--- src/rtl/svid_pkg.sv ---
`timescale 1ns/1ps
package svid_pkg;
  localparam int SVID_BYTE_W = 8;
  localparam int SVID_CODE_W = 7;

  typedef enum logic [3:0] {
    ST_IDLE, ST_ADDR, ST_AHOLD, ST_AACK, ST_AREL,
    ST_DATA, ST_DHOLD, ST_DACK, ST_DREL
  } svid_st_e;

  // boot table: 1.1 V down to 0.8 V in 100 mV steps, 12.5 mV per code
  function automatic logic [SVID_CODE_W-1:0] boot_code(input logic [1:0] pins);
    return SVID_CODE_W'(36) + SVID_CODE_W'({pins, 3'b000});
  endfunction

  // fixed table: 1.4 V down to 0.8 V in 200 mV steps
  function automatic logic [SVID_CODE_W-1:0] fixed_code(input logic [1:0] pins);
    return SVID_CODE_W'(12) + SVID_CODE_W'({pins, 4'b0000});
  endfunction

  function automatic logic addr_match(input logic [SVID_BYTE_W-1:0] b,
                                      input logic [6:0] a0,
                                      input logic [6:0] a1,
                                      input logic [6:0] a2);
    logic hit;
    hit = (b[7:1] == a0) || (b[7:1] == a1) || (b[7:1] == a2);
    return hit && !b[0];
  endfunction
endpackage

--- src/rtl/svid_sync.sv ---
`timescale 1ns/1ps
module svid_sync #(
  parameter int           W       = 4,
  parameter int           STAGES  = 2,
  parameter logic [W-1:0] RST_VAL = '0
) (
  input  logic         clk_i,
  input  logic         rst_ni,
  input  logic [W-1:0] d_i,
  output logic [W-1:0] q_o
);
  for (genvar g = 0; g < W; g++) begin : g_bit
    logic [STAGES-1:0] chain;
    always_ff @(posedge clk_i or negedge rst_ni) begin
      if (!rst_ni) chain <= {STAGES{RST_VAL[g]}};
      else         chain <= {chain[STAGES-2:0], d_i[g]};
    end
    assign q_o[g] = chain[STAGES-1];
  end
endmodule

--- src/rtl/svid_proto.sv ---
`timescale 1ns/1ps
module svid_proto
  import svid_pkg::*;
#(
  parameter logic [6:0] ADDR0 = 7'h58,
  parameter logic [6:0] ADDR1 = 7'h59,
  parameter logic [6:0] ADDR2 = 7'h5C
) (
  input  logic                   clk_i,
  input  logic                   rst_ni,
  input  logic                   en_i,
  input  logic                   scl_i,
  input  logic                   sda_i,
  output logic                   pull_o,
  output logic                   start_o,
  output logic                   stop_o,
  output logic                   byte_stb_o,
  output logic [SVID_BYTE_W-1:0] byte_o
);
  localparam int CW = $clog2(SVID_BYTE_W + 1);

  svid_st_e               st;
  logic                   scl_q, sda_q;
  logic [CW-1:0]          cnt;
  logic [SVID_BYTE_W-1:0] shreg;
  logic                   rise, fall, last;
  logic [SVID_BYTE_W-1:0] nxt_byte;

  always_ff @(posedge clk_i or negedge rst_ni) begin
    if (!rst_ni) begin
      scl_q <= 1'b1;
      sda_q <= 1'b1;
    end else begin
      scl_q <= scl_i;
      sda_q <= sda_i;
    end
  end

  assign start_o  = en_i & scl_i & scl_q & sda_q & ~sda_i;
  assign stop_o   = en_i & scl_i & scl_q & ~sda_q & sda_i;
  assign rise     = scl_i & ~scl_q;
  assign fall     = ~scl_i & scl_q;
  assign nxt_byte = {shreg[SVID_BYTE_W-2:0], sda_i};
  assign last     = (cnt == CW'(SVID_BYTE_W - 1));

  assign byte_stb_o = en_i & (st == ST_DATA) & rise & last;
  assign byte_o     = nxt_byte;
  assign pull_o     = (st == ST_AACK) || (st == ST_AREL) ||
                      (st == ST_DACK) || (st == ST_DREL);

  always_ff @(posedge clk_i or negedge rst_ni) begin
    if (!rst_ni) begin
      st    <= ST_IDLE;
      cnt   <= '0;
      shreg <= '0;
    end else if (!en_i) begin
      st <= ST_IDLE;
    end else if (start_o) begin
      st  <= ST_ADDR;
      cnt <= '0;
    end else if (stop_o) begin
      st <= ST_IDLE;
    end else begin
      unique case (st)
        ST_ADDR, ST_DATA: if (rise) begin
          shreg <= nxt_byte;
          cnt   <= cnt + 1'b1;
          if (last) begin
            if (st == ST_DATA) st <= ST_DHOLD;
            else if (addr_match(nxt_byte, ADDR0, ADDR1, ADDR2)) st <= ST_AHOLD;
            else st <= ST_IDLE;
          end
        end
        ST_AHOLD: if (fall) st <= ST_AACK;
        ST_AACK:  if (rise) st <= ST_AREL;
        ST_AREL:  if (fall) begin
          st  <= ST_DATA;
          cnt <= '0;
        end
        ST_DHOLD: if (fall) st <= ST_DACK;
        ST_DACK:  if (rise) st <= ST_DREL;
        ST_DREL:  if (fall) st <= ST_IDLE;
        default:  st <= ST_IDLE;
      endcase
    end
  end
endmodule

--- src/rtl/svid_target.sv ---
`timescale 1ns/1ps
module svid_target
  import svid_pkg::*;
#(
  parameter logic [SVID_CODE_W-1:0] OFF_CODE = 7'h7C
) (
  input  logic                   clk_i,
  input  logic                   rst_ni,
  input  logic                   pg_i,
  input  logic                   fixed_i,
  input  logic [1:0]             pins_i,
  input  logic                   cmd_stb_i,
  input  logic [SVID_BYTE_W-1:0] cmd_i,
  output logic                   serial_o,
  output logic [SVID_CODE_W-1:0] vid_o,
  output logic                   pstate_n_o,
  output logic                   off_o,
  output logic                   upd_o
);
  logic                   pg_q, pg_rise;
  logic [SVID_CODE_W-1:0] strap_code;

  assign pg_rise    = pg_i & ~pg_q;
  assign strap_code = fixed_i ? fixed_code(pins_i) : boot_code(pins_i);

  always_ff @(posedge clk_i or negedge rst_ni) begin
    if (!rst_ni) begin
      pg_q       <= 1'b0;
      serial_o   <= 1'b0;
      vid_o      <= '0;
      pstate_n_o <= 1'b1;
      off_o      <= 1'b0;
      upd_o      <= 1'b0;
    end else begin
      pg_q  <= pg_i;
      upd_o <= 1'b0;
      if (!serial_o) begin
        vid_o <= strap_code;
        if (pg_rise) serial_o <= 1'b1;
      end else if (cmd_stb_i) begin
        upd_o      <= 1'b1;
        pstate_n_o <= cmd_i[SVID_BYTE_W-1];
        if (cmd_i[SVID_CODE_W-1:0] == OFF_CODE) begin
          off_o <= 1'b1;
        end else begin
          off_o <= 1'b0;
          vid_o <= cmd_i[SVID_CODE_W-1:0];
        end
      end
    end
  end
endmodule

--- src/rtl/svid_slave.sv ---
`timescale 1ns/1ps
module svid_slave
  import svid_pkg::*;
#(
  parameter logic [6:0] ADDR0       = 7'h58,
  parameter logic [6:0] ADDR1       = 7'h59,
  parameter logic [6:0] ADDR2       = 7'h5C,
  parameter logic [6:0] OFF_CODE    = 7'h7C,
  parameter int         SYNC_STAGES = 2
) (
  input  logic       clk_i,
  input  logic       rst_ni,
  input  logic       bus_clk_i,
  input  logic       bus_dat_i,
  output logic       bus_dat_pull_o,
  input  logic       pwr_good_i,
  input  logic       fixed_sel_i,
  output logic       serial_mode_o,
  output logic [6:0] vid_code_o,
  output logic       pstate_n_o,
  output logic       vid_off_o,
  output logic       vid_upd_o
);
  localparam int SYN_W = 4;

  logic [SYN_W-1:0]       syn;
  logic                   start_det, stop_det, byte_stb;
  logic [SVID_BYTE_W-1:0] cmd_byte;

  svid_sync #(.W(SYN_W), .STAGES(SYNC_STAGES), .RST_VAL(4'b1100)) u_sync (
    .clk_i (clk_i),
    .rst_ni(rst_ni),
    .d_i   ({bus_clk_i, bus_dat_i, pwr_good_i, fixed_sel_i}),
    .q_o   (syn)
  );

  svid_proto #(.ADDR0(ADDR0), .ADDR1(ADDR1), .ADDR2(ADDR2)) u_proto (
    .clk_i     (clk_i),
    .rst_ni    (rst_ni),
    .en_i      (serial_mode_o),
    .scl_i     (syn[3]),
    .sda_i     (syn[2]),
    .pull_o    (bus_dat_pull_o),
    .start_o   (start_det),
    .stop_o    (stop_det),
    .byte_stb_o(byte_stb),
    .byte_o    (cmd_byte)
  );

  svid_target #(.OFF_CODE(OFF_CODE)) u_target (
    .clk_i     (clk_i),
    .rst_ni    (rst_ni),
    .pg_i      (syn[1]),
    .fixed_i   (syn[0]),
    .pins_i    (syn[3:2]),
    .cmd_stb_i (byte_stb),
    .cmd_i     (cmd_byte),
    .serial_o  (serial_mode_o),
    .vid_o     (vid_code_o),
    .pstate_n_o(pstate_n_o),
    .off_o     (vid_off_o),
    .upd_o     (vid_upd_o)
  );
endmodule

--- config.mk ---
export PLATFORM = sky130hd
export DESIGN_NAME = svid_slave
export DESIGN_NICKNAME = d
export VERILOG_FILES = /design/src/rtl/svid_pkg.sv /design/src/rtl/svid_sync.sv /design/src/rtl/svid_proto.sv /design/src/rtl/svid_target.sv /design/src/rtl/svid_slave.sv
export SDC_FILE = /design/constraint.sdc
export NUM_CORES = 1
export LEC_CHECK = 0
export CAP_MARGIN = 10
export CORE_MARGIN = 1
export CORE_UTILIZATION = 38
export CTS_BUF_LIST = sky130_fd_sc_hd__clkbuf_4 sky130_fd_sc_hd__clkbuf_8
export DETAILED_ROUTE_END_ITERATION = 6
export REMOVE_ABC_BUFFERS = 1
export SLEW_MARGIN = 30
export SYNTH_ARGS = -nofsm -noshare
export SYNTH_HDL_FRONTEND = slang
export SYNTH_SLANG_ARGS = --single-unit
--- constraint.sdc ---
create_clock -name clk_i -period 1.6 [get_ports clk_i]
set_input_delay 0.32 -clock clk_i [delete_from_list [all_inputs] [get_ports clk_i]]
set_output_delay 0.32 -clock clk_i [all_outputs]
set_load 0.005 [all_outputs]
==> qor.csv, run 1 <==
metric;value;unit
status;finished with violations;
violations;negative setup slack;
drt_wl_total;4000;um
path_max_fanout;5;
grt_max_degree;20;
ioPinCount;18;
grt_pass1_wl;6590;um
relSlewSlack;70.0;%
final_nets;214;
reg2reg_slack;-6;ps
synth_ff_type;dfrtp_1;
cts_made_buffers;5;
port_buffers;17;
min_period;1610;ps
power;2.30;mW
core-area;0.00414;mm^2
final_hold_viol_count;0;
antenna_cells;0;
slew_viol_final;0;
yosysSeqAreaShare;55.4;%
synth_cells;160;
h-tree-depth;2;
ant_nets;0;
critical_path_arrival;1840;ps
seq_area;940;um^2
clockBufferDepth;2;
synth_common_cells;30 x dfrtp_1, 25 x nand2_1, 11 x o21ai_0, 8 x inv_1;
fmax;0.623;GHz
worstSkewPairLatency;300;ps
fin_skew;7.09;ps
yosysWarnings;0;
crit_path_end_kind;flip-flop;
setup_viol;1;
worst_setup_path_start_kind;flip-flop;
cts_tree;yes;
synth_edf_count;0;
peakVddDrop;0.000570;V
overflow;0;
hp-class;reg2reg;
place_hpwl;2680;um
p_per_area;1010;mW/mm^2
dr.pass1.iters;4;
cp_top_family;simple AND/OR/NAND/NOR gates;
initial_core_util;40.7;%
timing.final.crit_share;100;%
avgSynthCellArea;10.5;um^2
synth.top_cell.area_share;44.5;%
grtUsageTotal;20.0;%
synthMostInstantiatedCell;dfrtp_1;
synth.ff_latch_count;37;
avgViaCountPerCell;5.39;
synth-async-reset-ratio;100;%
synth_area_leaders;dfrtp_1 45%, dfstp_2 11%, nand2_1 5.6%, o21ai_0 3.3%, buf_6 2.7%;
worst_slew_pin_slew;449;ps
clk_pin_slew;80;ps
yosysTopAreaCell;dfrtp_1;
rsz0062_at_grt;true;
grt_pass1_vias;1429;
utilization;55.0;%
gp_congestion;0.846;
crit_type;reg2reg;
dp_slack;-83.1;ps
crit_chain;nand3b_1, a211o_1, or4_1, nand3_1;
vias;1390;
die_h;68.6;um
clockRootBuffer;clkbuf_8;
n_fill_cell;349;
crit_required;1840;ps
drc;0;
placementRows;23;
synth.distinct_cells;43;
area_growth;35.2;%
multi_input_area;733;um^2
crit_buf_inv;0;
antenna_found_initial;0;
max_stage_delay;580;ps
cts.sinks;37;
wire_per_inst;15.5;um
drive_above_1_share;35.1;%
die_w;68.6;um
final-instance-count-excl-fill;258;
first_iter_violations;52;
synth_area;0.00169;mm^2
dp_cells;240;
crit_path_top_delay_cell;dfstp_2;
die_area;0.00471;mm^2
maxCapViolCount;0;
finalWorstSetupSlack;-6.26;ps
power_leakage;0.969;nW
[cells in the final DEF, fill, tap and decap left out, types with 2 or more instances in the layout]
| cell type | count |
|---|---|
| and3b_1 | 2 |
| dfrtp_2 | 4 |
| o211ai_1 | 3 |
| nor2_1 | 7 |
| clkbuf_8 | 5 |
| o21ai_0 | 10 |
| nand2b_1 | 2 |
| a21oi_2 | 2 |
| o31ai_1 | 2 |
| dfstp_2 | 7 |
| buf_2 | 2 |
| buf_4 | 26 |
| nand4_1 | 2 |
| a31oi_1 | 2 |
| nor2b_1 | 2 |
| or3_4 | 2 |
| dfrtp_1 | 26 |
| nand3b_1 | 2 |
| nand3_1 | 6 |
| buf_6 | 4 |
| clkdlybuf4s50_1 | 14 |
| clkinv_2 | 2 |
| nor2b_2 | 2 |
| xnor2_1 | 2 |
| nand2_1 | 25 |
| inv_1 | 7 |
| a21oi_1 | 2 |
| nor3_1 | 2 |
| o31a_1 | 2 |
| nand4b_1 | 2 |
[final timing paths]
kind / from / endpoint / cells after the start
max: u_sync.g_bit[3].chain[1] / u_proto.cnt[2] / 4
min: u_sync.g_bit[0].chain[0] / u_sync.g_bit[0].chain[1] / 0
max reg2reg: u_sync.g_bit[3].chain[1] / u_proto.cnt[2] / 4
min reg2reg: u_sync.g_bit[0].chain[0] / u_sync.g_bit[0].chain[1] / 0
max in group asynchronous: rst_ni / u_sync.g_bit[2].chain[1] / 3
min in group asynchronous: rst_ni / u_proto.cnt[2] / 2
[power by group]
group | leakage [nW] | switching [mW] | internal (mW)
logic | 0.478 | 0.204 | 0.242
registers | 0.447 | 0.141 | 1.07
clock network | 0.0439 | 0.341 | 0.300
total | 0.969 | 0.686 | 1.62
[repair_timing]
action | CTS | global route
pin swaps | 4 | 6
hold buffers | 1 | 0
endpoints found under the hold margin | 17 | 0
resized for setup | 13 | 19
endpoints found under the setup margin | 11 | 12
buffers inserted | 4 | 5
[metal layers]
| layer | part of all wire, % | vias to the layer above | wire length [um] | global-route usage, % |
|---|---|---|---|---|
| met5 | 0 | - | 0 | 0 |
| met4 | 2.9 | 0 | 116 | 9.90 |
| met3 | 4.3 | 15 | 172 | 5.26 |
| met2 | 50 | 43 | 2000 | 33.6 |
| met1 | 43 | 682 | 1710 | 23.5 |
| li1 | - | 650 | - | - |
[area by class of cell]
class | count | area share [%]
clock buffers | 5 | 3.02
flip-flops and latches | 37 | 41.2
repair buffers | 49 | 18.8
well taps | 50 | 2.74
clock inverters | 3 | 0.768
multi-input cells | 106 | 32.1
inverters | 8 | 1.32
[per-stage QoR]
stage | setup TNS (ps) | hold slack (ps) | cell area, um^2
4_1_cts | -9.58 | 359 | 2170
5_1_grt | -160 | 367 | 2280
6_report | -6.26 | 357 | 2280
3_3_place_gp | -26.3 | 287 | 2020
3_5_place_dp | -320 | 294 | 2020
2_1_floorplan | -52.8 | 24.4 | 1620
[state kept, by name (all words and copies together), names as in the netlist]
signal / flops
u_target.pg_q: 1
u_target.upd_o: 1
u_target.off_o: 1
u_proto.cnt: 4
u_sync.g_bit.chain: 8
u_proto.st: 4
u_target.serial_o: 1
u_proto.sda_q: 1
u_target.vid_o: 7
u_proto.scl_q: 1
u_proto.shreg: 7
u_target.pstate_n_o: 1
[kinds of logic after synthesis]
family	Yosys count	share of synthesized area (%)
muxes	3	1.93
AOI/OAI and AO/OA	29	11.0
DFF	37	55.4
and+or+nand+nor	70	23.5
xor gates and xnor gates	3	1.56
buffers and inverters	17	5.86
adders and majority gates	1	0.742
[worst reg2reg max path, delay by kind of cell, from the launching register on]
| family | cells | cell delay (ps) |
|---|---|---|
| simple gates | 3 | 620 |
| flops | 1 | 580 |
| compound gates | 1 | 360 |
Power figures use the tool's default switching activity.
==> run 2: changes to the inputs <==
--- a/config.mk
+++ b/config.mk
@@ -5,11 +5,11 @@
 export SDC_FILE = /design/constraint.sdc
 export NUM_CORES = 1
 export LEC_CHECK = 0
-export CAP_MARGIN = 10
 export CORE_MARGIN = 1
 export CORE_UTILIZATION = 38
 export CTS_BUF_LIST = sky130_fd_sc_hd__clkbuf_4 sky130_fd_sc_hd__clkbuf_8
 export DETAILED_ROUTE_END_ITERATION = 6
+export GPL_TIMING_DRIVEN = 0
 export REMOVE_ABC_BUFFERS = 1
 export SLEW_MARGIN = 30
 export SYNTH_ARGS = -nofsm -noshare
==> run 2 against run 1 <==
Net effect: the run still ends with negative setup slack left; count of clock-buffer cells in the layout increased by 1; cell count decreased by 2.3%; sequential cell count unchanged; core utilization increased by 0.48 points; via count decreased by 4.1%; non-clock buffer count decreased by 6; clock skew increased by 4.4 ps; fmax decreased by 4.5%; combinational power decreased by 6.5%; critical path depth unchanged.
==> qor.csv, run 2 (synthesis gave the netlist of run 1 again) <==
metric;value;unit;change
status;finished with violations;;
violations;negative setup slack;;
r2r_cells;5;;+1
grt_pass1_wl;6060;um;-8.1%
timing.rr.start;u_proto.st[0];;
gp_congestion;0.762;;-10%
placementRows;23;;unchanged
ioPinCount;18;;unchanged
slew_viol_final;0;;unchanged
ant_nets;0;;unchanged
h-tree-depth;2;;unchanged
antenna_cells;0;;unchanged
core-area;0.00414;mm^2;unchanged
setup_viol;3;;+2
crit_type;reg2out;;
peakVddDrop;0.000536;V;-5.9%
overflow;0;;unchanged
port_buffers;17;;unchanged
cts_made_buffers;5;;unchanged
crit_start;u_proto.st[3];;
cts_tree;yes;;
die_w;68.6;um;unchanged
clockRootBuffer;clkbuf_8;;
p_seq_share;48.9;%;-3.8 points
internal_power;1.81;mW;+12%
critical_path_arrival;1360;ps;-480 ps
first_iter_violations;45;;-13%
fmax;0.594;GHz;-4.5%
drt_wl_total;3700;um;-7.3%
reg2reg_slack;-60;ps;-50 ps
pwr-share-clk;34.1;%;+6.2 points
power_leakage;0.958;nW;-1.2%
cts.sinks;37;;unchanged
switching_share;26.5;%;-3.3 points
cp.depth;4;;unchanged
crit_chain;buf_6, xnor2_4, o31ai_2, buf_2;;
area_growth;36.4;%;
max_stage_delay;430;ps;-150 ps
crit_path_end_kind;primary output;;
clockBufferDepth;2;;unchanged
avgViaCountPerCell;5.29;;-1.8%
finalWorstSetupSlack;-82.5;ps;-76.3 ps
path_max_fanout;3;;-2
mostFrequentLayoutCells;25 x nand2_1, 25 x dfrtp_1, 17 x buf_4, 14 x clkdlybuf4s50_1, 10 x o21ai_0;;
hp-class;reg2reg;;
drive_above_1_share;33.7;%;-1.4 points
timing.final.crit_share;105;%;+4.8 points
place_hpwl;2210;um;-18%
final_hold_viol_count;0;;unchanged
worst_slew_pin_slew;519;ps;+70.1 ps
maxCapViolCount;0;;unchanged
grt_pass1_vias;1283;;-10%
utilization;55.5;%;+0.48 points
relSlewSlack;65.0;%;-5.0 points
endpoint;bus_dat_pull_o;;
wire_per_inst;14.7;um;-5.1%
min_period;1680;ps;+76.3 ps
largest_register;u_sync.g_bit.chain;;
crit_path_top_delay_cell;dfrtp_2;;
clk_pin_slew;80;ps;about the same
combinationalPowerShare;17.0;%;-2.4 points
timing.rr.end;u_proto.cnt[2];;
largest_reg_flops;8;;unchanged
dr.pass1.iters;4;;unchanged
crit_required;1280;ps;-560 ps
worstSkewPairLatency;290;ps;about the same
die_area;0.00471;mm^2;unchanged
crit_buf_inv;2;;+2
grt_max_degree;21;;+5.0%
fin_skew;11.5;ps;+4.44 ps
worst_setup_path_start_kind;flip-flop;;
drc;0;;unchanged
rsz0062_at_grt;true;;
switchingPower;652;uW;-5.0%
grtUsageTotal;18.2;%;-1.8 points
holdWs;352;ps;-4.60 ps
die_h;68.6;um;unchanged
n_fill_cell;362;;+3.7%
initial_core_util;40.7;%;unchanged
cp_top_family;flip-flops;;
top_regs;u_sync.g_bit.chain x8, u_proto.shreg x7, u_target.vid_o x7;;
antenna_found_initial;0;;unchanged
vias;1333;;-4.1%
p_per_area;1070;mW/mm^2;+5.9%
final_nets;208;;-2.8%
-- run 2: changes by cell type in the layout (fill, tap and decap cells not counted), sizes merged --
| cell | previous run | this run |
|---|---|---|
| buf | 33 | 27 |
| clkinv | 2 | 0 |
| bufinv | 0 | 1 |
| clkbuf | 5 | 6 |
-- run 2: repair_timing --
action,4_1_cts,5_1_grt
pin swaps,8,10
hold buffers,1,0
setup buffers,20,4
endpoints found under the hold margin,13,0
endpoints found under the setup margin,19,20
resized for setup,24,14
-- run 2: worst reg2reg max path, stage by stage, from the launching register on --
cell and delay, ps:
dfrtp_2 450, buf_6 150, nand4bb_1 170, a211o_1 350, or4_1 400, nand3_1 90
-- run 2: power groups by stage --
stage	Sequential [mW]	Combinational [mW]	Clock (mW)
finish	1.20	0.417	0.839
global route	1.22	0.473	0.901
CTS	1.20	0.389	0.863
detailed placement	1.23	0.300	0
global placement	1.22	0.277	0
floorplan	1.19	0.189	0
-- run 2: metal layers --
metal,up-vias,global-route usage [%],part of all wire (%)
met5,-,0,0
met4,0,7.55,1.1
met3,4,5.43,3.0
met2,24,28.6,49
met1,666,23.2,47
li1,639,-,-
-- run 2: stage by stage --
step / cell area [um^2] / total power, mW / setup TNS [ps] / setup WS, ps / std cells
global route: 2300 / 2.60 / -435 / -150 / 252
floorplan: 1620 / 1.38 / -52.8 / -27.2 / 151
detailed placement: 1870 / 1.53 / -2800 / -343 / 219
finish: 2300 / 2.46 / -151 / -82.5 / 252
CTS: 2190 / 2.45 / -35.7 / -19.7 / 248
global placement: 1850 / 1.50 / -20800 / -562 / 218
-- run 2: cell type report --
type / count / area, um^2 / area share, %
timing repair buffer: 43 / 403 / 17.5
inverter: 8 / 30.0 / 1.31
multi-input combinational: 106 / 744 / 32.4
sequential: 37 / 941 / 40.9
clock buffer: 6 / 82.6 / 3.59
clock inverter: 2 / 37.5 / 1.63
tap: 50 / 62.6 / 2.72
-- run 2: how the worst min path moves through the flow --
stage                              from                       end  slack [ps]  cells past startpoint
2_1_floorplan                    rst_ni            u_proto.cnt[0]          20                      0
3_3_place_gp   u_sync.g_bit[0].chain[0]  u_sync.g_bit[0].chain[1]         330                      0
3_5_place_dp                     rst_ni             u_proto.st[2]         300                      1
4_1_cts        u_sync.g_bit[0].chain[0]  u_sync.g_bit[0].chain[1]         360                      0
5_1_grt        u_sync.g_bit[0].chain[0]  u_sync.g_bit[0].chain[1]         360                      0
6_report       u_sync.g_bit[0].chain[0]  u_sync.g_bit[0].chain[1]         350                      0
==> run 3: changes to the inputs <==
--- a/config.mk
+++ b/config.mk
@@ -5,11 +5,14 @@
 export SDC_FILE = /design/constraint.sdc
 export NUM_CORES = 1
 export LEC_CHECK = 0
+export CELL_PAD_IN_SITES_DETAIL_PLACEMENT = 0
+export CELL_PAD_IN_SITES_GLOBAL_PLACEMENT = 1
 export CORE_MARGIN = 1
-export CORE_UTILIZATION = 38
-export CTS_BUF_LIST = sky130_fd_sc_hd__clkbuf_4 sky130_fd_sc_hd__clkbuf_8
+export CORE_UTILIZATION = 39
+export CTS_BUF_LIST = sky130_fd_sc_hd__clkbuf_16
 export DETAILED_ROUTE_END_ITERATION = 6
 export GPL_TIMING_DRIVEN = 0
+export PLACE_DENSITY_LB_ADDON = 0.1
 export REMOVE_ABC_BUFFERS = 1
 export SLEW_MARGIN = 30
 export SYNTH_ARGS = -nofsm -noshare
==> run 3 against run 2 <==
Net effect: the run still ends with negative setup slack left; sequential cell count stayed put; combinational power is 14% higher; register-to-register slack better by 20 ps; wire length is 0.49% lower; die area is 2.5% lower; fmax is 2.3% higher; setup slack better by 38 ps; clock power is 9.9% higher; global-route usage is 1.1 points higher; total power is 6.2% higher.
==> qor.csv, run 3 (synthesis gave the netlist of run 1 again) <==
metric;value;unit;change
gp_congestion;0.761;;about the same
grt_pass1_vias;1353;;+5.5%
die_w;67.8;um;-1.3%
largest_reg_flops;8;;unchanged
worst_slew_pin_slew;430;ps;-89.3 ps
first_iter_violations;119;;+160%
fmax;0.608;GHz;+2.3%
rsz0062_at_grt;true;;
worst_setup_path_start_kind;flip-flop;;
vias;1322;;-0.83%
status;finished with violations;;
top_regs;u_sync.g_bit.chain x8, u_proto.shreg x7, u_target.vid_o x7;;
worstSkewPairLatency;280;ps;about the same
cts.sinks;37;;unchanged
crit_path_end_kind;flip-flop;;
crit_buf_inv;1;;-1
grtUsageTotal;19.3;%;+1.1 points
die_area;0.00459;mm^2;-2.5%
crit_path_top_delay_cell;or4_4;;
place_hpwl;2290;um;+3.8%
avgViaCountPerCell;5.18;;-2.0%
r2r_cells;5;;unchanged
h-tree-depth;2;;unchanged
critical_path_arrival;1860;ps;+500 ps
crit_chain;buf_6, nand4bb_1, a211o_1, or4_4, nand3_2;;
timing.rr.end;u_proto.cnt[2];;
cts_made_buffers;5;;unchanged
drt_wl_total;3690;um;-0.49%
core-area;0.00409;mm^2;-1.4%
port_buffers;17;;unchanged
overflow;0;;unchanged
grt_pass1_wl;6340;um;+4.7%
finalWorstSetupSlack;-44.6;ps;+38.0 ps
holdWs;348;ps;-3.80 ps
p_per_area;1120;mW/mm^2;+5.3%
utilization;56.8;%;+1.3 points
area_growth;37.7;%;
min_period;1640;ps;-38.0 ps
crit_type;reg2reg;;
power_leakage;0.986;nW;+3.0%
postLayoutCellArea;0.00232;mm^2;+0.92%
clk_pin_slew;50;ps;-30 ps
peakVddDrop;0.000588;V;+9.7%
drc;0;;unchanged
initial_core_util;41.3;%;+0.57 points
power;2.61;mW;+6.2%
largest_register;u_sync.g_bit.chain;;
path_max_fanout;6;;+3
dp_slack;-359;ps;-16.5 ps
n_fill_cell;378;;+4.4%
reg2reg_slack;-40;ps;+20 ps
placementRows;23;;unchanged
cts_tree;yes;;
setup_viol;1;;-2
grt_max_degree;23;;+9.5%
relSlewSlack;70.9;%;+5.9 points
final_nets;211;;+1.4%
clockBufferDepth;2;;unchanged
clockRootBuffer;clkbuf_16;;
timing.rr.start;u_proto.st[0];;
crit_start;u_proto.st[0];;
mostFrequentLayoutCells;25 x nand2_1, 25 x dfrtp_1, 21 x buf_4, 14 x clkdlybuf4s50_1;;
die_h;67.8;um;-1.3%
cp.depth;5;;+1
timing.final.crit_share;103;%;-2.4 points
fin_skew;3.70;ps;-7.83 ps
hp-class;reg2reg;;
drive_above_1_share;32.2;%;-1.5 points
antenna_found_initial;0;;unchanged
max_stage_delay;440;ps;about the same
final_hold_viol_count;0;;unchanged
cp_top_family;simple AND/OR/NAND/NOR gates;;
endpoint;u_proto.cnt[2];;
violations;negative setup slack;;
slew_viol_final;0;;unchanged
maxCapViolCount;0;;unchanged
wire_per_inst;14.5;um;-1.7%
dr.pass1.iters;4;;unchanged
ant_nets;0;;unchanged
crit_required;1810;ps;+530 ps
antenna_cells;0;;unchanged
ioPinCount;18;;unchanged
dpl_cell_area;0.00187;mm^2;unchanged
==> run 3: cell types whose count changed in the layout (fill, tap and decap cells not counted), moves of 2 or more <==
cell / before / now
clkbuf_8: 6 / 0
clkbuf_16: 0 / 5
buf_4: 17 / 21
buf_6: 7 / 5
inv_1: 7 / 9
==> run 3: stage by stage <==
step	TNS [ps]	instances
after floorplan	-52.8	151
after global placement	-23590	218
after detailed placement	-3540	219
after CTS	-43.2	246
after global routing	-446	255
final	-44.6	255
==> run 3: cell type report <==
class	count	area, um^2	share of cell area, %
Sequential cell	37	941	40.5
Multi-Input combinational cell	106	733	31.6
Timing Repair Buffer	46	415	17.9
Clock buffer	5	125	5.39
Tap cell	50	62.6	2.69
Inverter	8	30.0	1.29
Clock inverter	3	15.0	0.647
==> run 3: per-layer routing <==
| metal | track usage [%] | wire length [um] | vias up |
|---|---|---|---|
| li1 | - | - | 648 |
| met5 | 0 | 0 | - |
| met1 | 24.8 | 1820 | 651 |
| met2 | 29.7 | 1700 | 17 |
| met4 | 10.4 | 60 | 0 |
| met3 | 4.56 | 104 | 6 |
==> run 3: how the worst min path moves through the flow <==
stage | from | end | slack, ps | depth (start not counted)
floorplan | rst_ni | u_proto.cnt[0] | 20 | 0
global placement | u_sync.g_bit[0].chain[0] | u_sync.g_bit[0].chain[1] | 330 | 0
detailed placement | rst_ni | u_proto.st[0] | 270 | 1
CTS | u_sync.g_bit[0].chain[0] | u_sync.g_bit[0].chain[1] | 350 | 0
global route | u_sync.g_bit[2].chain[0] | u_sync.g_bit[2].chain[1] | 360 | 0
finish | u_sync.g_bit[0].chain[0] | u_sync.g_bit[0].chain[1] | 350 | 0
==> run 3: what timing repair did <==
| item | 4_1_cts | 5_1_grt |
|---|---|---|
| pin swaps | 6 | 10 |
| gates cloned | 0 | 1 |
| setup buffers | 18 | 8 |
| hold buffers | 1 | 0 |
| endpoints found under the setup margin | 22 | 13 |
| gates resized for setup | 20 | 14 |
| hold endpoints to repair | 9 | 0 |
==> run 3: report_power, final <==
| group | switching [mW] | internal [mW] |
|---|---|---|
| logic | 0.206 | 0.269 |
| clock network | 0.357 | 0.565 |
| registers | 0.139 | 1.08 |
| total | 0.702 | 1.91 |
